**config.mk**
```make
export PLATFORM = sky130hd
export DESIGN_NAME = vec_irq_arbiter
export DESIGN_NICKNAME = d
export VERILOG_FILES = /design/src/rtl/irqarb_pkg.sv /design/src/rtl/irqarb_slot_bank.sv /design/src/rtl/irqarb_card_pick.sv /design/src/rtl/irqarb_board_pick.sv /design/src/rtl/vec_irq_arbiter.sv
export SDC_FILE = /design/constraint.sdc
export NUM_CORES = 1
export LEC_CHECK = 0
export ABC_CLOCK_PERIOD_IN_PS = 5450
export BUFFER_PORTS_ARGS = -buffer_cell sky130_fd_sc_hd__buf_4
export CAP_MARGIN = 20
export CORE_MARGIN = 8
export CORE_UTILIZATION = 55
export CTS_BUF_LIST = sky130_fd_sc_hd__clkbuf_2
export DETAILED_ROUTE_END_ITERATION = 8
export GPL_TIMING_DRIVEN = 0
export PLACE_DENSITY = 0.8
export SLEW_MARGIN = 10
export SYNTH_ARGS = -nofsm -noshare
export SYNTH_HDL_FRONTEND = slang
export SYNTH_SLANG_ARGS = --single-unit
```
**constraint.sdc**
```tcl
create_clock -name clk -period 5.45 [get_ports clk]
set_input_delay 1.09 -clock clk [delete_from_list [all_inputs] [get_ports clk]]
set_output_delay 1.09 -clock clk [all_outputs]
set_load 0.01 [all_outputs]
```
**src/rtl/irqarb_pkg.sv**
```systemverilog
package irqarb_pkg;
   localparam int BRD_N      = 7;
   localparam int SRC_SOFT_A = 0;
   localparam int SRC_SOFT_B = 1;
   localparam int SRC_DISK   = 2;
   localparam int SRC_FLOP   = 3;
   localparam int SRC_UART   = 4;
   localparam int SRC_DMA    = 5;
   localparam int SRC_TIMER  = 6;

   localparam int LVL_SOFT_A = 8;
   localparam int LVL_SOFT_B = 9;
   localparam int LVL_STORE  = 11;
   localparam int LVL_COMMS  = 13;
   localparam int LVL_TIMER  = 15;

   typedef enum logic [1:0] {
      PICK_NONE  = 2'd0,
      PICK_CARD  = 2'd1,
      PICK_BOARD = 2'd2
   } pick_e;
endpackage

```
**src/rtl/irqarb_slot_bank.sv**
```systemverilog
module irqarb_slot_bank #(
   parameter int NUM_SLOTS = 12,
   parameter int LVL_W     = 4,
   parameter int VEC_W     = 8
) (
   input  logic                       clk,
   input  logic                       rst_n,
   input  logic [NUM_SLOTS-1:0]       raise_i,
   input  logic [NUM_SLOTS*LVL_W-1:0] lvl_i,
   input  logic [NUM_SLOTS*VEC_W-1:0] vec_i,
   input  logic                       ack_i,
   input  logic [LVL_W-1:0]           ack_lvl_i,
   input  logic [VEC_W-1:0]           ack_vec_i,
   output logic [NUM_SLOTS-1:0]       req_o,
   output logic [NUM_SLOTS*LVL_W-1:0] lvl_o,
   output logic [NUM_SLOTS*VEC_W-1:0] vec_o
);
   for (genvar s = 0; s < NUM_SLOTS; s++) begin : g_slot
      logic             req_q;
      logic [LVL_W-1:0] lvl_q;
      logic [VEC_W-1:0] vec_q;
      logic             hit;

      assign hit = ack_i && req_q && (lvl_q == ack_lvl_i) && (vec_q == ack_vec_i);

      always_ff @(posedge clk or negedge rst_n) begin
         if (!rst_n) begin
            req_q <= 1'b0;
            lvl_q <= '0;
            vec_q <= '0;
         end else if (raise_i[s]) begin
            req_q <= 1'b1;
            lvl_q <= lvl_i[s*LVL_W +: LVL_W];
            vec_q <= vec_i[s*VEC_W +: VEC_W];
         end else if (hit) begin
            req_q <= 1'b0;
         end
      end

      assign req_o[s]                 = req_q;
      assign lvl_o[s*LVL_W +: LVL_W]  = lvl_q;
      assign vec_o[s*VEC_W +: VEC_W]  = vec_q;
   end
endmodule

```
**src/rtl/irqarb_card_pick.sv**
```systemverilog
module irqarb_card_pick #(
   parameter int NUM_SLOTS = 12,
   parameter int LVL_W     = 4,
   parameter int VEC_W     = 8
) (
   input  logic [NUM_SLOTS-1:0]       req_i,
   input  logic [NUM_SLOTS*LVL_W-1:0] lvl_i,
   input  logic [NUM_SLOTS*VEC_W-1:0] vec_i,
   output logic                       hit_o,
   output logic [LVL_W-1:0]           lvl_o,
   output logic [VEC_W-1:0]           vec_o
);
   if (NUM_SLOTS == 1) begin : g_single
      assign hit_o = req_i[0];
      assign lvl_o = lvl_i;
      assign vec_o = vec_i;
   end else begin : g_scan
      always_comb begin
         hit_o = 1'b0;
         lvl_o = '0;
         vec_o = '0;
         for (int s = NUM_SLOTS - 1; s >= 0; s--) begin
            if (req_i[s]) begin
               hit_o = 1'b1;
               lvl_o = lvl_i[s*LVL_W +: LVL_W];
               vec_o = vec_i[s*VEC_W +: VEC_W];
            end
         end
      end
   end
endmodule

```
**src/rtl/irqarb_board_pick.sv**
```systemverilog
module irqarb_board_pick
   import irqarb_pkg::*;
#(
   parameter int LVL_W = 4
) (
   input  logic [BRD_N-1:0] src_i,
   output logic             hit_o,
   output logic [LVL_W-1:0] lvl_o
);
   always_comb begin
      hit_o = 1'b1;
      if (src_i[SRC_SOFT_A])
         lvl_o = LVL_W'(LVL_SOFT_A);
      else if (src_i[SRC_SOFT_B])
         lvl_o = LVL_W'(LVL_SOFT_B);
      else if (src_i[SRC_DISK] || src_i[SRC_FLOP])
         lvl_o = LVL_W'(LVL_STORE);
      else if (src_i[SRC_UART] || src_i[SRC_DMA])
         lvl_o = LVL_W'(LVL_COMMS);
      else if (src_i[SRC_TIMER])
         lvl_o = LVL_W'(LVL_TIMER);
      else begin
         hit_o = 1'b0;
         lvl_o = '0;
      end
   end
endmodule

```
**src/rtl/vec_irq_arbiter.sv**
```systemverilog
module vec_irq_arbiter
   import irqarb_pkg::*;
#(
   parameter int          NUM_SLOTS = 12,
   parameter int          LVL_W     = 4,
   parameter int          VEC_W     = 8,
   parameter int          ADDR_W    = 16,
   parameter logic [31:0] VTAB_BASE = 32'h8C
) (
   input  logic                       clk,
   input  logic                       rst_n,
   input  logic [NUM_SLOTS-1:0]       slot_raise_i,
   input  logic [NUM_SLOTS*LVL_W-1:0] slot_lvl_i,
   input  logic [NUM_SLOTS*VEC_W-1:0] slot_vec_i,
   input  logic [BRD_N-1:0]           brd_src_i,
   input  logic [LVL_W-1:0]           cur_ipl_i,
   input  logic                       nmi_i,
   input  logic                       quick_mode_i,
   input  logic                       ack_i,
   output logic [LVL_W-1:0]           pend_lvl_o,
   output logic [VEC_W-1:0]           pend_vec_o,
   output logic                       take_o,
   output logic                       quick_err_o,
   output logic [ADDR_W-1:0]          fetch_addr_o
);
   localparam int ADDR_NEED = $clog2(VTAB_BASE + (32'd1 << VEC_W) * 4);

   if (NUM_SLOTS < 1) begin : g_bad_slots
      $error("vec_irq_arbiter: NUM_SLOTS must be at least 1");
   end
   if (LVL_W < 4) begin : g_bad_lvl
      $error("vec_irq_arbiter: LVL_W must hold board level 15");
   end
   if (VEC_W < LVL_W) begin : g_bad_vec
      $error("vec_irq_arbiter: VEC_W must be at least LVL_W");
   end
   if (ADDR_W < ADDR_NEED) begin : g_bad_addr
      $error("vec_irq_arbiter: ADDR_W too narrow for the vector table");
   end

   logic [NUM_SLOTS-1:0]       req;
   logic [NUM_SLOTS*LVL_W-1:0] st_lvl;
   logic [NUM_SLOTS*VEC_W-1:0] st_vec;
   logic                       card_hit, brd_hit;
   logic [LVL_W-1:0]           card_lvl, brd_lvl;
   logic [VEC_W-1:0]           card_vec;
   logic [LVL_W-1:0]           pend_lvl_q;
   logic [VEC_W-1:0]           pend_vec_q;
   logic                       nmi_q;
   logic [VEC_W-1:0]           disp_vec;
   logic                       above;
   pick_e                      pick;

   irqarb_slot_bank #(
      .NUM_SLOTS(NUM_SLOTS), .LVL_W(LVL_W), .VEC_W(VEC_W)
   ) u_bank (
      .clk       (clk),
      .rst_n     (rst_n),
      .raise_i   (slot_raise_i),
      .lvl_i     (slot_lvl_i),
      .vec_i     (slot_vec_i),
      .ack_i     (ack_i),
      .ack_lvl_i (pend_lvl_q),
      .ack_vec_i (pend_vec_q),
      .req_o     (req),
      .lvl_o     (st_lvl),
      .vec_o     (st_vec)
   );

   irqarb_card_pick #(
      .NUM_SLOTS(NUM_SLOTS), .LVL_W(LVL_W), .VEC_W(VEC_W)
   ) u_card (
      .req_i (req),
      .lvl_i (st_lvl),
      .vec_i (st_vec),
      .hit_o (card_hit),
      .lvl_o (card_lvl),
      .vec_o (card_vec)
   );

   irqarb_board_pick #(.LVL_W(LVL_W)) u_board (
      .src_i (brd_src_i),
      .hit_o (brd_hit),
      .lvl_o (brd_lvl)
   );

   always_comb begin
      if (card_hit)     pick = PICK_CARD;
      else if (brd_hit) pick = PICK_BOARD;
      else              pick = PICK_NONE;
   end

   always_ff @(posedge clk or negedge rst_n) begin
      if (!rst_n) begin
         pend_lvl_q <= '0;
         pend_vec_q <= '0;
      end else if (ack_i) begin
         pend_lvl_q <= '0;
         pend_vec_q <= '0;
      end else begin
         case (pick)
            PICK_CARD: begin
               pend_lvl_q <= card_lvl;
               pend_vec_q <= card_vec;
            end
            PICK_BOARD: begin
               pend_lvl_q <= brd_lvl;
               pend_vec_q <= VEC_W'(brd_lvl);
            end
            default: begin
               pend_lvl_q <= '0;
               pend_vec_q <= '0;
            end
         endcase
      end
   end

   always_ff @(posedge clk or negedge rst_n) begin
      if (!rst_n)      nmi_q <= 1'b0;
      else if (nmi_i)  nmi_q <= 1'b1;
      else if (ack_i)  nmi_q <= 1'b0;
   end

   assign disp_vec     = nmi_q ? '0 : pend_vec_q;
   assign above        = cur_ipl_i < pend_lvl_q;
   assign take_o       = above && !quick_mode_i;
   assign quick_err_o  = above && quick_mode_i;
   assign fetch_addr_o = ADDR_W'(VTAB_BASE) + (ADDR_W'(disp_vec) << 2);
   assign pend_lvl_o   = pend_lvl_q;
   assign pend_vec_o   = pend_vec_q;
endmodule

```
==> summary.md <==
| Metric | Value |
|---|---|
| Run status | completed |
| CP max FO | 10 |
| Most frequent cells after synthesis | 169 x dfrtp_1, 134 x mux2_2, 86 x xor2_1, 64 x xnor2_1, 32 x nand2_1 |
| Post-CTS Setup Bufs | 0 |
| Combinational Power Share | 20.9% |
| Nets | 1239 |
| GP Congestion | 0.956 |
| CTS tree | built |
| Max Clk Rate | 221 MHz |
| Yosys reg bits | 169 |
| Vias | 7983 |
| Post-synthesis async set-or-reset flop share | 100% |
| Pwr Density | 249 nW/um2 |
| Post-DP HPWL | 23700 um |
| Post-CTS resize count | 0 |
| Die ar. | 21600 um2 |
| Most common cell in the netlist | dfrtp_1 |
| Avg Vias per Cell | 6.13 |
| Final setup TNS | 0 ns |
| Mapped cell area | 9440 um2 |
| 1st-iter DRT viols | 914 |
| Largest net degree at the start of global routing | 86 |
| I/O pins | 202 |
| Int Pwr | 1.98 mW |
| Initial antenna violation count | 1 |
| Slew @ Worst Pin | 0.753 ns |
| RSZ-0062 raised after global routing | false |
| Dpl ws | 1.84 ns |
| Routed WL per cell | 23.9 um |
| Max cap viols | 0 |
| DRT Wirelength | 31100 um |
| Residual DRC | 0 |
| LEAKAGE | 5.00 nW |
| Layout cells sized above 1 | 38.0% |
| CTS Root Cell | clkbuf_2 |
| Core ar. | 17100 um2 |
| Clock transition at the registers of the reported paths | 0.24 ns |
| Setup Viol. Count Final | 0 |
| Clk_lat worst skew | 0.81 ns |
| Number of flops mapped to enable cells by yosys | 0 |
| Global route overflow | 0 |
| Vias in the first global route | 8257 |
| FP Rows | 48 |
| Area leader, netlist | dfrtp_1 |
| Synth area leaders | dfrtp_1 45%, mux2_2 16%, xor2_1 8.0%, xnor2_1 5.9%, nand4_1 1.7% |
| Worst Slack Setup Final | 0.917 ns |
| Cts hold-fix bufs | 0 |
| Library cells used by synthesis | 60 |
| Crit end category | output pin |
| Initial Util | 55.3% |
| Fin Clk Skew | 0.0377 ns |
| Clk buf depth | 2 |
| Register area share after synthesis | 44.8% |
| Critical R2R Capture | u_bank.g_slot[7].req_q$_DFFE_PN0P_ |
| Setup CP Type | reg -> out |
| Clock sink count | 169 |
| Die Span Y | 147 um |
| Core Util, Final | 67.4% |
| GRT Overall Usage | 28.9% |
| IO buf count | 192 |
| Clock Power Share | 26.4% |
| Filler cell count in the final layout | 1358 |
| Worst r2r src | pend_vec_o[7]$_DFF_PN0_ |
| Final worst path period share | 83.2% |
| Switching power | 877 uW |
| Placement Cell Area | 11200 um2 |
| Share of power burned in registers | 52.8% |
| Fin. max-slew vios | 0 |
| Reg-to-reg setup timing slack | 2.93 ns |
| Drt pass-1 iters | 6 |
| Die width | 147 um |
| ANT nets after route | 0 |
| Final min period | 4.53 ns |
| Syn Inst Count | 845 |
| Switching Share | 30.6% |
| Critical Path RT | 4.36 ns |
| Avg Cell Area, Syn | 11.2 um2 |
| CTS buffer count | 17 |
| Layout Area Growth over Synthesis | 21.8% |
| Final hold violation count | 0 |
| Worst Reg2Reg Path Length in Cells | 7 |
| IR drop worst, VDD | 0.148 mV |
| Crit start category | flop |
| Post-synth top flop | dfrtp_1 |
| Top cell type's share of synthesized area | 44.8% |
| Final Cell Area | 11500 um2 |
| Yosys Warn Count | 0 |
| Worst EP arrival | 3.44 ns |
| Worst slew margin | 49.8% |
| First-pass GRT wire length | 48000 um |
| H-tree depth | 4 |
| Hold crit path type | in -> async |
worst max-delay path, stage by stage, from the launching register on:
cell and delay (ns):
dfrtp_1 0.45, clkbuf_1 0.46, buf_2 0.51, nand2b_1 0.11, ha_1 0.24, nor2_1 0.17
a21oi_1 0.11, nor4b_1 0.40, buf_4 0.20
worst max path at each step:
stage / to / from / cells after the start / slack, ns
2_1_floorplan: take_o / cur_ipl_i[1] / 5 / 2.33
6_report: fetch_addr_o[10] / pend_vec_o[1]$_DFF_PN0_ / 8 / 0.92
3_5_place_dp: fetch_addr_o[10] / pend_vec_o[1]$_DFF_PN0_ / 8 / 1.84
4_1_cts: fetch_addr_o[10] / pend_vec_o[1]$_DFF_PN0_ / 8 / 0.96
5_1_grt: fetch_addr_o[10] / pend_vec_o[1]$_DFF_PN0_ / 8 / 0.84
3_3_place_gp: fetch_addr_o[10] / pend_vec_o[1]$_DFF_PN0_ / 8 / 1.86
final cells by class:
cell class                      count  area [um2]  share of cell area (%)
Multi-Input combinational cell    589        4790                    41.7
Inverter                           22        82.6                   0.719
Tap cell                          225         282                    2.45
Buffer                             71         357                    3.10
Clock inverter                     14         180                    1.57
Antenna cell                        1        2.50                  0.0218
Clock buffer                       18        90.1                   0.784
Timing Repair Buffer              193        1480                    12.8
Sequential cell                   169        4230                    36.8
cells by family (layout without fill, tap and decap cells):
group	count (synthesis)	count (layout)	share of synthesized area (%)
other	1	8	0.0397
buffers and inverters	93	318	4.65
adders and majority gates	4	4	0.530
muxes	134	134	16.0
DFF	169	169	44.8
xor gates and xnor gates	150	150	13.9
and+or+nand+nor	149	149	9.08
AOI/OAI and AO/OA	145	145	11.0
flip-flops by register name, summed over array words and instances (netlist names):
name and count:
u_bank.g_slot.vec_q 96, pend_lvl_o 4, u_bank.g_slot.req_q 12, u_bank.g_slot.lvl_q 48, pend_vec_o 8, nmi_q 1
per-stage QoR:
stage               power (mW)  cells  hold slack [ns]
floorplan                 1.83    851            0.506
global placement          2.09   1268            0.540
detailed placement        2.11   1269            0.548
CTS                       2.86   1301            0.238
global route              2.98   1302            0.204
finish                    2.86   1302            0.229
layout by cell type (no fill, tap or decap), types with 25 or more instances in the layout:
| cell | instances |
|---|---|
| buf_4 | 200 |
| nand4_1 | 26 |
| mux2_2 | 134 |
| xnor2_1 | 64 |
| buf_2 | 27 |
| nor2_1 | 25 |
| clkbuf_1 | 25 |
| xor2_1 | 86 |
| nand2_1 | 32 |
| dfrtp_1 | 169 |
power by group through the flow:
stage	registers [mW]	clock network [mW]	logic [mW]
final	1.51	0.755	0.596
after global routing	1.52	0.820	0.641
after CTS	1.50	0.760	0.592
after detailed placement	1.53	0	0.589
after global placement	1.52	0	0.571
after floorplan	1.48	0	0.353
layer usage:
| metal | vias up | wire length [um] | GRT usage [%] |
|---|---|---|---|
| met5 | - | 0 | 0 |
| met4 | 0 | 1590 | 14.8 |
| met3 | 126 | 3290 | 8.09 |
| met2 | 511 | 13800 | 43.4 |
| met1 | 3876 | 12500 | 37.6 |
| li1 | 3470 | - | - |
Note: power is estimated with default switching activity, not from simulation.
